<file path="src/rtl/uartIrqPkg.sv">
package uartIrqPkg;

  localparam int EN_W = 6;

  // Enable vector bit positions.
  localparam int EN_RX   = 0;
  localparam int EN_THR  = 1;
  localparam int EN_LINE = 2;
  localparam int EN_MDM  = 3;
  localparam int EN_SPC  = 4;
  localparam int EN_FLOW = 5;

  // Sources in rank order: a lower value wins.
  typedef enum logic [2:0] {
    SRC_NONE = 3'd0,
    SRC_LINE = 3'd1,
    SRC_TMO  = 3'd2,
    SRC_RXD  = 3'd3,
    SRC_THR  = 3'd4,
    SRC_MDM  = 3'd5,
    SRC_SPC  = 3'd6,
    SRC_FLOW = 3'd7
  } srcT;

  localparam int NUM_RANK = 7;

  // Indices of the sticky bits inside the datapath.
  localparam int STK_THR  = 0;
  localparam int STK_SPC  = 1;
  localparam int STK_FLOW = 2;
  localparam int NUM_STK  = 3;

  typedef struct packed {
    logic clrThr;
    logic clrSpc;
    logic clrFlow;
    logic clrMdm;
  } clrStrobeT;

  function automatic logic [5:0] codeOf(srcT s);
    case (s)
      SRC_LINE: codeOf = 6'h06;
      SRC_TMO:  codeOf = 6'h0C;
      SRC_RXD:  codeOf = 6'h04;
      SRC_THR:  codeOf = 6'h02;
      SRC_MDM:  codeOf = 6'h00;
      SRC_SPC:  codeOf = 6'h10;
      SRC_FLOW: codeOf = 6'h20;
      default:  codeOf = 6'h01;
    endcase
  endfunction

endpackage

</file>
<file path="src/rtl/uartIrqDatapath.sv">
module uartIrqDatapath
  import uartIrqPkg::*;
#(
  parameter int MDM_W = 4
) (
  input  logic                clk,
  input  logic                rstN,
  input  logic                lineErr,
  input  logic                rxTimeout,
  input  logic                rxTrig,
  input  logic                thrEmptyEvt,
  input  logic [MDM_W-1:0]    modemEvt,
  input  logic                specialEvt,
  input  logic                flowEvt,
  input  logic [EN_W-1:0]     intEnable,
  input  clrStrobeT           clr,
  output srcT                 winner,
  output logic [MDM_W-1:0]    modemDelta
);

  logic [NUM_STK-1:0] stkSet, stkClr, stkQ;

  assign stkSet[STK_THR]  = thrEmptyEvt;
  assign stkSet[STK_SPC]  = specialEvt;
  assign stkSet[STK_FLOW] = flowEvt;
  assign stkClr[STK_THR]  = clr.clrThr;
  assign stkClr[STK_SPC]  = clr.clrSpc;
  assign stkClr[STK_FLOW] = clr.clrFlow;

  // Sticky sources: a set pulse overrides a clear in the same cycle.
  for (genvar g = 0; g < NUM_STK; g++) begin : gSticky
    always_ff @(posedge clk) begin
      if (!rstN) stkQ[g] <= 1'b0;
      else       stkQ[g] <= stkSet[g] | (stkQ[g] & ~stkClr[g]);
    end
  end

  logic [MDM_W-1:0] mdmQ;
  always_ff @(posedge clk) begin
    if (!rstN) mdmQ <= '0;
    else       mdmQ <= modemEvt | (clr.clrMdm ? '0 : mdmQ);
  end
  assign modemDelta = mdmQ;

  // Masked pending flags, indexed by rank.
  logic [NUM_RANK:1] pendRank;
  always_comb begin
    pendRank                = '0;
    pendRank[int'(SRC_LINE)] = lineErr        & intEnable[EN_LINE];
    pendRank[int'(SRC_TMO)]  = rxTimeout      & intEnable[EN_RX];
    pendRank[int'(SRC_RXD)]  = rxTrig         & intEnable[EN_RX];
    pendRank[int'(SRC_THR)]  = stkQ[STK_THR]  & intEnable[EN_THR];
    pendRank[int'(SRC_MDM)]  = (|mdmQ)        & intEnable[EN_MDM];
    pendRank[int'(SRC_SPC)]  = stkQ[STK_SPC]  & intEnable[EN_SPC];
    pendRank[int'(SRC_FLOW)] = stkQ[STK_FLOW] & intEnable[EN_FLOW];
  end

  // Scan from the lowest rank upward so the highest one wins.
  always_comb begin
    winner = SRC_NONE;
    for (int i = NUM_RANK; i >= 1; i--) begin
      if (pendRank[i]) winner = srcT'(3'(i));
    end
  end

  AST_THR_HOLD: assert property (@(posedge clk) disable iff (!rstN)
    stkQ[STK_THR] && !clr.clrThr |=> stkQ[STK_THR]);
  AST_SET_WINS: assert property (@(posedge clk) disable iff (!rstN)
    specialEvt && clr.clrSpc |=> stkQ[STK_SPC]);
  AST_MDM_CLEAR: assert property (@(posedge clk) disable iff (!rstN)
    clr.clrMdm && (modemEvt == '0) |=> (modemDelta == '0));
  AST_LINE_TOP: assert property (@(posedge clk) disable iff (!rstN)
    lineErr && intEnable[EN_LINE] |-> winner == SRC_LINE);
  AST_MASKED_QUIET: assert property (@(posedge clk) disable iff (!rstN)
    (intEnable == '0) |-> winner == SRC_NONE);

endmodule

</file>
<file path="src/rtl/uartIrqCtrl.sv">
module uartIrqCtrl
  import uartIrqPkg::*;
(
  input  logic       clk,
  input  logic       rstN,
  input  logic       idRead,
  input  logic       thrWrite,
  input  logic       msrRead,
  input  srcT        winner,
  output clrStrobeT  clr,
  output logic [5:0] intId,
  output logic       irq
);

  always_comb begin
    clr.clrThr  = thrWrite | (idRead && winner == SRC_THR);
    clr.clrSpc  = idRead && winner == SRC_SPC;
    clr.clrFlow = idRead && winner == SRC_FLOW;
    clr.clrMdm  = msrRead;
  end

  assign intId = codeOf(winner);
  assign irq   = (winner != SRC_NONE);

  AST_ONE_READ_CLEAR: assert property (@(posedge clk) disable iff (!rstN)
    idRead |-> $onehot0({clr.clrSpc, clr.clrFlow, clr.clrThr & ~thrWrite}));
  AST_ID_IRQ: assert property (@(posedge clk) disable iff (!rstN)
    irq |-> !intId[0]);

endmodule

</file>
<file path="src/rtl/uartIrqId.sv">
module uartIrqId
  import uartIrqPkg::*;
#(
  parameter int MDM_W = 4
) (
  input  logic             clk,
  input  logic             rstN,
  input  logic             lineErr,
  input  logic             rxTimeout,
  input  logic             rxTrig,
  input  logic             thrEmptyEvt,
  input  logic [MDM_W-1:0] modemEvt,
  input  logic             specialEvt,
  input  logic             flowEvt,
  input  logic [5:0]       intEnable,
  input  logic             idRead,
  input  logic             thrWrite,
  input  logic             msrRead,
  output logic             irq,
  output logic [5:0]       intId,
  output logic [MDM_W-1:0] modemDelta
);

  srcT       winner;
  clrStrobeT clr;

  uartIrqDatapath #(.MDM_W(MDM_W)) uDp (
    .clk(clk), .rstN(rstN),
    .lineErr(lineErr), .rxTimeout(rxTimeout), .rxTrig(rxTrig),
    .thrEmptyEvt(thrEmptyEvt), .modemEvt(modemEvt),
    .specialEvt(specialEvt), .flowEvt(flowEvt),
    .intEnable(intEnable), .clr(clr),
    .winner(winner), .modemDelta(modemDelta)
  );

  uartIrqCtrl uCtrl (
    .clk(clk), .rstN(rstN),
    .idRead(idRead), .thrWrite(thrWrite), .msrRead(msrRead),
    .winner(winner), .clr(clr), .intId(intId), .irq(irq)
  );

endmodule

</file>
<file path="config.mk">
export PLATFORM = sky130hd
export DESIGN_NAME = uartIrqId
export DESIGN_NICKNAME = d
export VERILOG_FILES = /design/src/rtl/uartIrqPkg.sv /design/src/rtl/uartIrqDatapath.sv /design/src/rtl/uartIrqCtrl.sv /design/src/rtl/uartIrqId.sv
export SDC_FILE = /design/constraint.sdc
export NUM_CORES = 1
export LEC_CHECK = 0
export CAP_MARGIN = 20
export CORE_AREA = 2 2 39 41
export DETAILED_ROUTE_END_ITERATION = 7
export DIE_AREA = 0 0 41 43
export GPL_TIMING_DRIVEN = 0
export PLACE_DENSITY = 0.76
export SLEW_MARGIN = 30
export SYNTH_ARGS = -nofsm -noshare
export SYNTH_HDL_FRONTEND = slang
export SYNTH_SLANG_ARGS = --single-unit
</file>
<file path="constraint.sdc">
create_clock -name clk -period 4.25 [get_ports clk]
set_clock_uncertainty 0.1 [all_clocks]
set_input_delay 1.275 -clock clk [delete_from_list [all_inputs] [get_ports clk]]
set_output_delay 1.275 -clock clk [all_outputs]
set_load 0.005 [all_outputs]
</file>
Word-level counts from Yosys, hierarchy flattened
Cells that the tools add are included.
- input bits: 21
- register bits: 7
- output and inout bits: 11
- muxes and demuxes: 9
- equality and inequality tests: 7
- reductions and logical operators: 5
- bitwise gates (word level): 18
- operators by type and width (operator ; count):
    case mux 6 bit (7 select lines) ; 1
    2-to-1 mux 3 bit ; 7
    equality test 3 bit (second input constant) ; 4
    bitwise AND 1 bit ; 10
    equality test 3 x 2 -> 1 bit (second input constant) ; 2
    2-to-1 mux 4 bit ; 1
    bitwise OR 1 bit ; 4
    bitwise OR 4 bit ; 1
    OR reduction 4 bit ; 1
    equality test 3 x 1 -> 1 bit (second input constant) ; 1
    logical AND 1 bit ; 3
    NOT 1 bit ; 3
    nonzero test 3 bit ; 1

Logic depth before layout (Yosys ltp)
Gate-level depths: netlist of run 1.
- word-level depth: 14
- depth in mapped cells: 4
- gate-level depth less buffers: 4

Hierarchy
Synthesis of run 1 repeated with hierarchy kept, for this count alone.
- cells, all modules: 53
- area total of the unflattened synthesis: 452.9 um2
- modules (own cells, without submodules) (module ; seq. area each (um2) ; cells an instance ; area each (um2) ; instances):
    uartIrqDatapath ; 140.1 ; 37 ; 351.6 ; 1
    uartIrqCtrl ; 0.0 ; 16 ; 101.3 ; 1

Worst setup path after synthesis of run 1
Ideal clock, no wire load.
- path kind: input-to-output
- start point: input port rxTimeout
- end point: output port intId[4]
- buffers on the path: 0
- stages on the path: 4
- setup slack: 0.754 ns
- data arrival time: 2.121 ns
- required time: 2.875 ns
- cell sequence: o21ai_0 nand2_1 or3_4 nor2b_2
- word-level cells in the longest chain between the ends: 5
- elaborated cells on any way between the ends: 11
- those cells by class: eq/ne (7); mux (3); bitwise (1)
- RTL lines (item ; line ; RTL):
    start: declaration ; uartIrqId.sv:9 ; input logic rxTimeout,
    bitwise AND 1 bit * ; uartIrqDatapath.sv:50 ; pendRank[int'(SRC_TMO)] = rxTimeout & intEnable[EN_RX];
    2-to-1 mux 3 bit * (2 in series) ; uartIrqDatapath.sv:62 ; if (pendRank[i]) winner = srcT'(3'(i));
    equality test 3 bit (tied with other cells) ; uartIrqPkg.sv:41 ; case (s)
    case mux 6 bit (7 select lines) * ; uartIrqPkg.sv:41 ;
    end: declaration ; uartIrqId.sv:20 ; output logic [5:0] intId,
Every way passes the cells marked *; elsewhere a longest branch is shown, timed or not.

Worst setup path after layout of run 1
- start point: input port rxTimeout
- end point: output port irq
- word-level cells in the longest chain between the ends: 4
- RTL lines (item ; line ; RTL):
    bitwise AND 1 bit ; uartIrqDatapath.sv:50 ;
    2-to-1 mux 3 bit (2 in series) ; uartIrqDatapath.sv:62 ;
    nonzero test 3 bit ; uartIrqCtrl.sv:23 ; assign irq = (winner != SRC_NONE);
    end: declaration ; uartIrqId.sv:19 ; output logic irq,
Every way passes these cells.

==> results.md, run 1 <==
* CTS Hold Bufs at 0
* Avg Inst Size Synth at 8.580 sq um
* Clk sinks at 7
* RSZ-0062 raised after global routing: no
* ANT nets after route at 0
* Hold Crit Depth at 2
* CTS tree: yes
* Area growth syn-to-layout at 92.56%
* Syn. warnings at 0
* Status: complete, no violations
* Wire length per cell at 11.90 um
* Critical Path RT at 2.87 ns
* Top cell type by total area after synthesis: dfxtp_1
* Count of cell types in the netlist at 24
* Final hold vios at 0
* Fraction of layout cells with a size suffix above 1 at 19.77%
* H-tree depth at 1
* FILL cells at 145
* Drt total wl at 1.214 mm
* HP Class: reg -> reg
* Initial antenna violation count at 0
* Clk root buf: clkbuf_4
* Share of power burned in the clock network at 30.1%
* Clock buffer count from CTS at 3
* Hpwl dp at 951.8 um
* Met2 usage at 23.13%
* Mapped Nets at 70
* Switching power at 0.05206 mW
* Register area share after synthesis at 33.33%
* Gate Count Post-Synth at 49
* Vias per inst at 5.049
* GR Util met1 at 16.99%
* Die width at 41 um
* Switch share at 26.00%
* Vias in the first global route at 438
* Worst r2r src: uDp.modemDelta[2]
* Comb power frac at 32.5%
* Die area at 0.001763 sq mm
* Power, Total at 0.2002 mW
* Largest net degree at the start of global routing at 8
* Gpl congestion at 0.7088
* Die H at 43 um
* Synth top area cells: dfxtp_1, nor2b_1, o21a_1, o41ai_4, nand2_1
* I/O Buffers at 31
* DR vias at 515
* Slew @ Worst Pin at 0.2914 ns
* Register clock-pin slew on the reported worst setup and hold paths at 0.05 ns
* Max-slew violations at 0
* Final period util at 97.63%
* Max-cap violations at 0
* Cell-internal power at 0.1482 mW
* Final setup vio count at 0
* Crit path kind: in -> out
* Met3 Use GR at 8.377%
* Placeable Area at 0.001384 sq mm
* Final core utilization at 58.50%
* First-pass GRT wire length at 1.807 mm
* FMAX at 0.2410 GHz
* Leakage at 0.3437 nW
* FP Rows at 14
* Inst Count DP at 96
* First DRT Iteration DRCs at 11
* FF-to-FF End: uDp.stkQ[1]
* Critical Path Start Type: primary input
* WHS Endpoint: uDp.stkQ[1]
* Yosys reg bits at 7
* Peak supply drop at 199.8 uV
* Slew HR at 80.50%
* Clk Latency, worst-skew pair at 0.25 ns
* CP arrival at 2.77 ns
* Seq pwr share at 37.3%
* GRT overflow at 0
* Fin cells at 102
* Worst hold slack at 0.4921 ns
* Register-to-Register Path Depth at 4
* Power Density at 247.4 mW/mm^2
* Hold path start: uDp.stkQ[1]
* Initial DRT Pass Iterations at 5
* Crit path capture type: output port
* Clk buf depth at 2
* GRT busiest layer: met2
* Synth top area share at 33.33%
* R2R setup slack at 2.82 ns
* Synth Cell Area at 420.4 sq um
* Drt drc at 0
* Total Routing Usage GR at 14.94%
* CP Max Fanout at 4
* Initial Utilization at 30.38%
* Diode count at 0
* I/O pins at 32
* Final-stage net count at 108
* Min cycle time layout at 4.149 ns
-- metrics by stage --
step / TNS, ns / worst slack (ns) / instance area (sq um)
detailed placement: -0.5171 / -0.2699 / 750.7
global placement: -0.5040 / -0.2533 / 750.7
floorplan: 0 / 0.7541 / 420.4
finish: 0 / 0.1007 / 809.5
global route: 0 / 0.01396 / 809.5
CTS: 0 / 0.01252 / 800.8
-- metal layers --
| metal | vias to the layer above | wire length (um) |
|---|---|---|
| met5 | - | 0 |
| met4 | 0 | 0 |
| met3 | 0 | 134 |
| met2 | 22 | 597 |
| met1 | 238 | 482 |
| li1 | 255 | - |
-- layout by cell type, fill, tap and decap left out, drive strengths merged --
master	Yosys	layout
a21oi	2	2
a31oi	1	1
a32o	1	1
a41oi	2	2
and2	1	1
and3	1	1
buf	0	2
clkbuf	0	4
clkdlybuf4s50	0	27
dfxtp	7	7
dlygate4sd2	0	3
dlymetal6s2s	0	1
inv	1	1
nand2	8	8
nand3	1	1
nor2	1	1
nor2b	8	8
nor3	1	1
nor3b	1	1
o211a	1	1
o21a	4	4
o21ai	5	5
o41ai	1	1
or2	1	1
or3	1	1
-- Yosys cell counts (all sizes together) --
master and count:
a32o 1, and2 1, or3 1, a31oi 1
nor2 1, nor2b 8, a21oi 2, o21a 4
nor3b 1, or2 1, nor3 1, inv 1
nand2 8, and3 1, o41ai 1, o211a 1
a41oi 2, nand3 1, dfxtp 7, o21ai 5
-- how the worst max path moves through the flow --
stage | slack (ns) | endpoint | startpoint
floorplan | 0.75 | intId[4] | rxTimeout
global placement | -0.25 | intId[5] | rxTimeout
detailed placement | -0.27 | intId[5] | rxTimeout
CTS | 0.01 | intId[0] | intEnable[4]
global route | 0.01 | irq | rxTimeout
finish | 0.10 | irq | rxTimeout
-- kinds of logic after synthesis --
group | after synthesis | synth area share (%)
AOI/OAI and AO/OA | 17 | 33.33
and+or+nand+nor | 24 | 32.44
DFF | 7 | 33.33
buffers and inverters | 1 | 0.8920
-- power by group through the flow --
stage	Sequential, mW	Clock, mW	Combinational [mW]
global route	0.0753	0.0658	0.0708
global placement	0.0757	0	0.0602
floorplan	0.0756	0	0.0227
CTS	0.0746	0.0629	0.0648
finish	0.0747	0.0603	0.0652
detailed placement	0.0759	0	0.0608
-- cell type report --
| type | count | area (sq um) | area share [%] |
|---|---|---|---|
| clock buffer | 4 | 26.28 | 3.246 |
| tap | 16 | 20.02 | 2.473 |
| inverter | 1 | 3.754 | 0.4637 |
| timing repair buffer | 33 | 324.1 | 40.03 |
| sequential | 7 | 140.1 | 17.31 |
| multi-input combinational | 41 | 295.3 | 36.48 |
-- state kept, by name (all words and copies together) (netlist names) --
register	count
uDp.stkQ	3
uDp.modemDelta	4
-- worst max-delay path, cell delays in order --
cell,delay (ns)
clkdlybuf4s50_1,0.45
o21ai_2,0.16
nand2_2,0.08
buf_4,0.16
nor2_2,0.14
nand2_1,0.07
clkdlybuf4s50_1,0.44
-- repair_timing --
action | in CTS | in global routing
cloned | 0 | 0
resized for setup | 9 | 3
setup endpoints to repair | 3 | 2
pin swaps | 2 | 0
setup buffers | 2 | 0
hold endpoints to repair | 0 | 0
No activity file was read; power rests on OpenSTA's default activity.
==> run 2, diff against run 1 <==
--- a/config.mk
+++ b/config.mk
@@ -9,6 +9,7 @@
 export CORE_AREA = 2 2 39 41
 export DETAILED_ROUTE_END_ITERATION = 7
 export DIE_AREA = 0 0 41 43
+export GPL_ROUTABILITY_DRIVEN = 0
 export GPL_TIMING_DRIVEN = 0
 export PLACE_DENSITY = 0.76
 export SLEW_MARGIN = 30
==> results of run 2 <==
No change in the layout: final DEF, timing and power equal those of run 1.
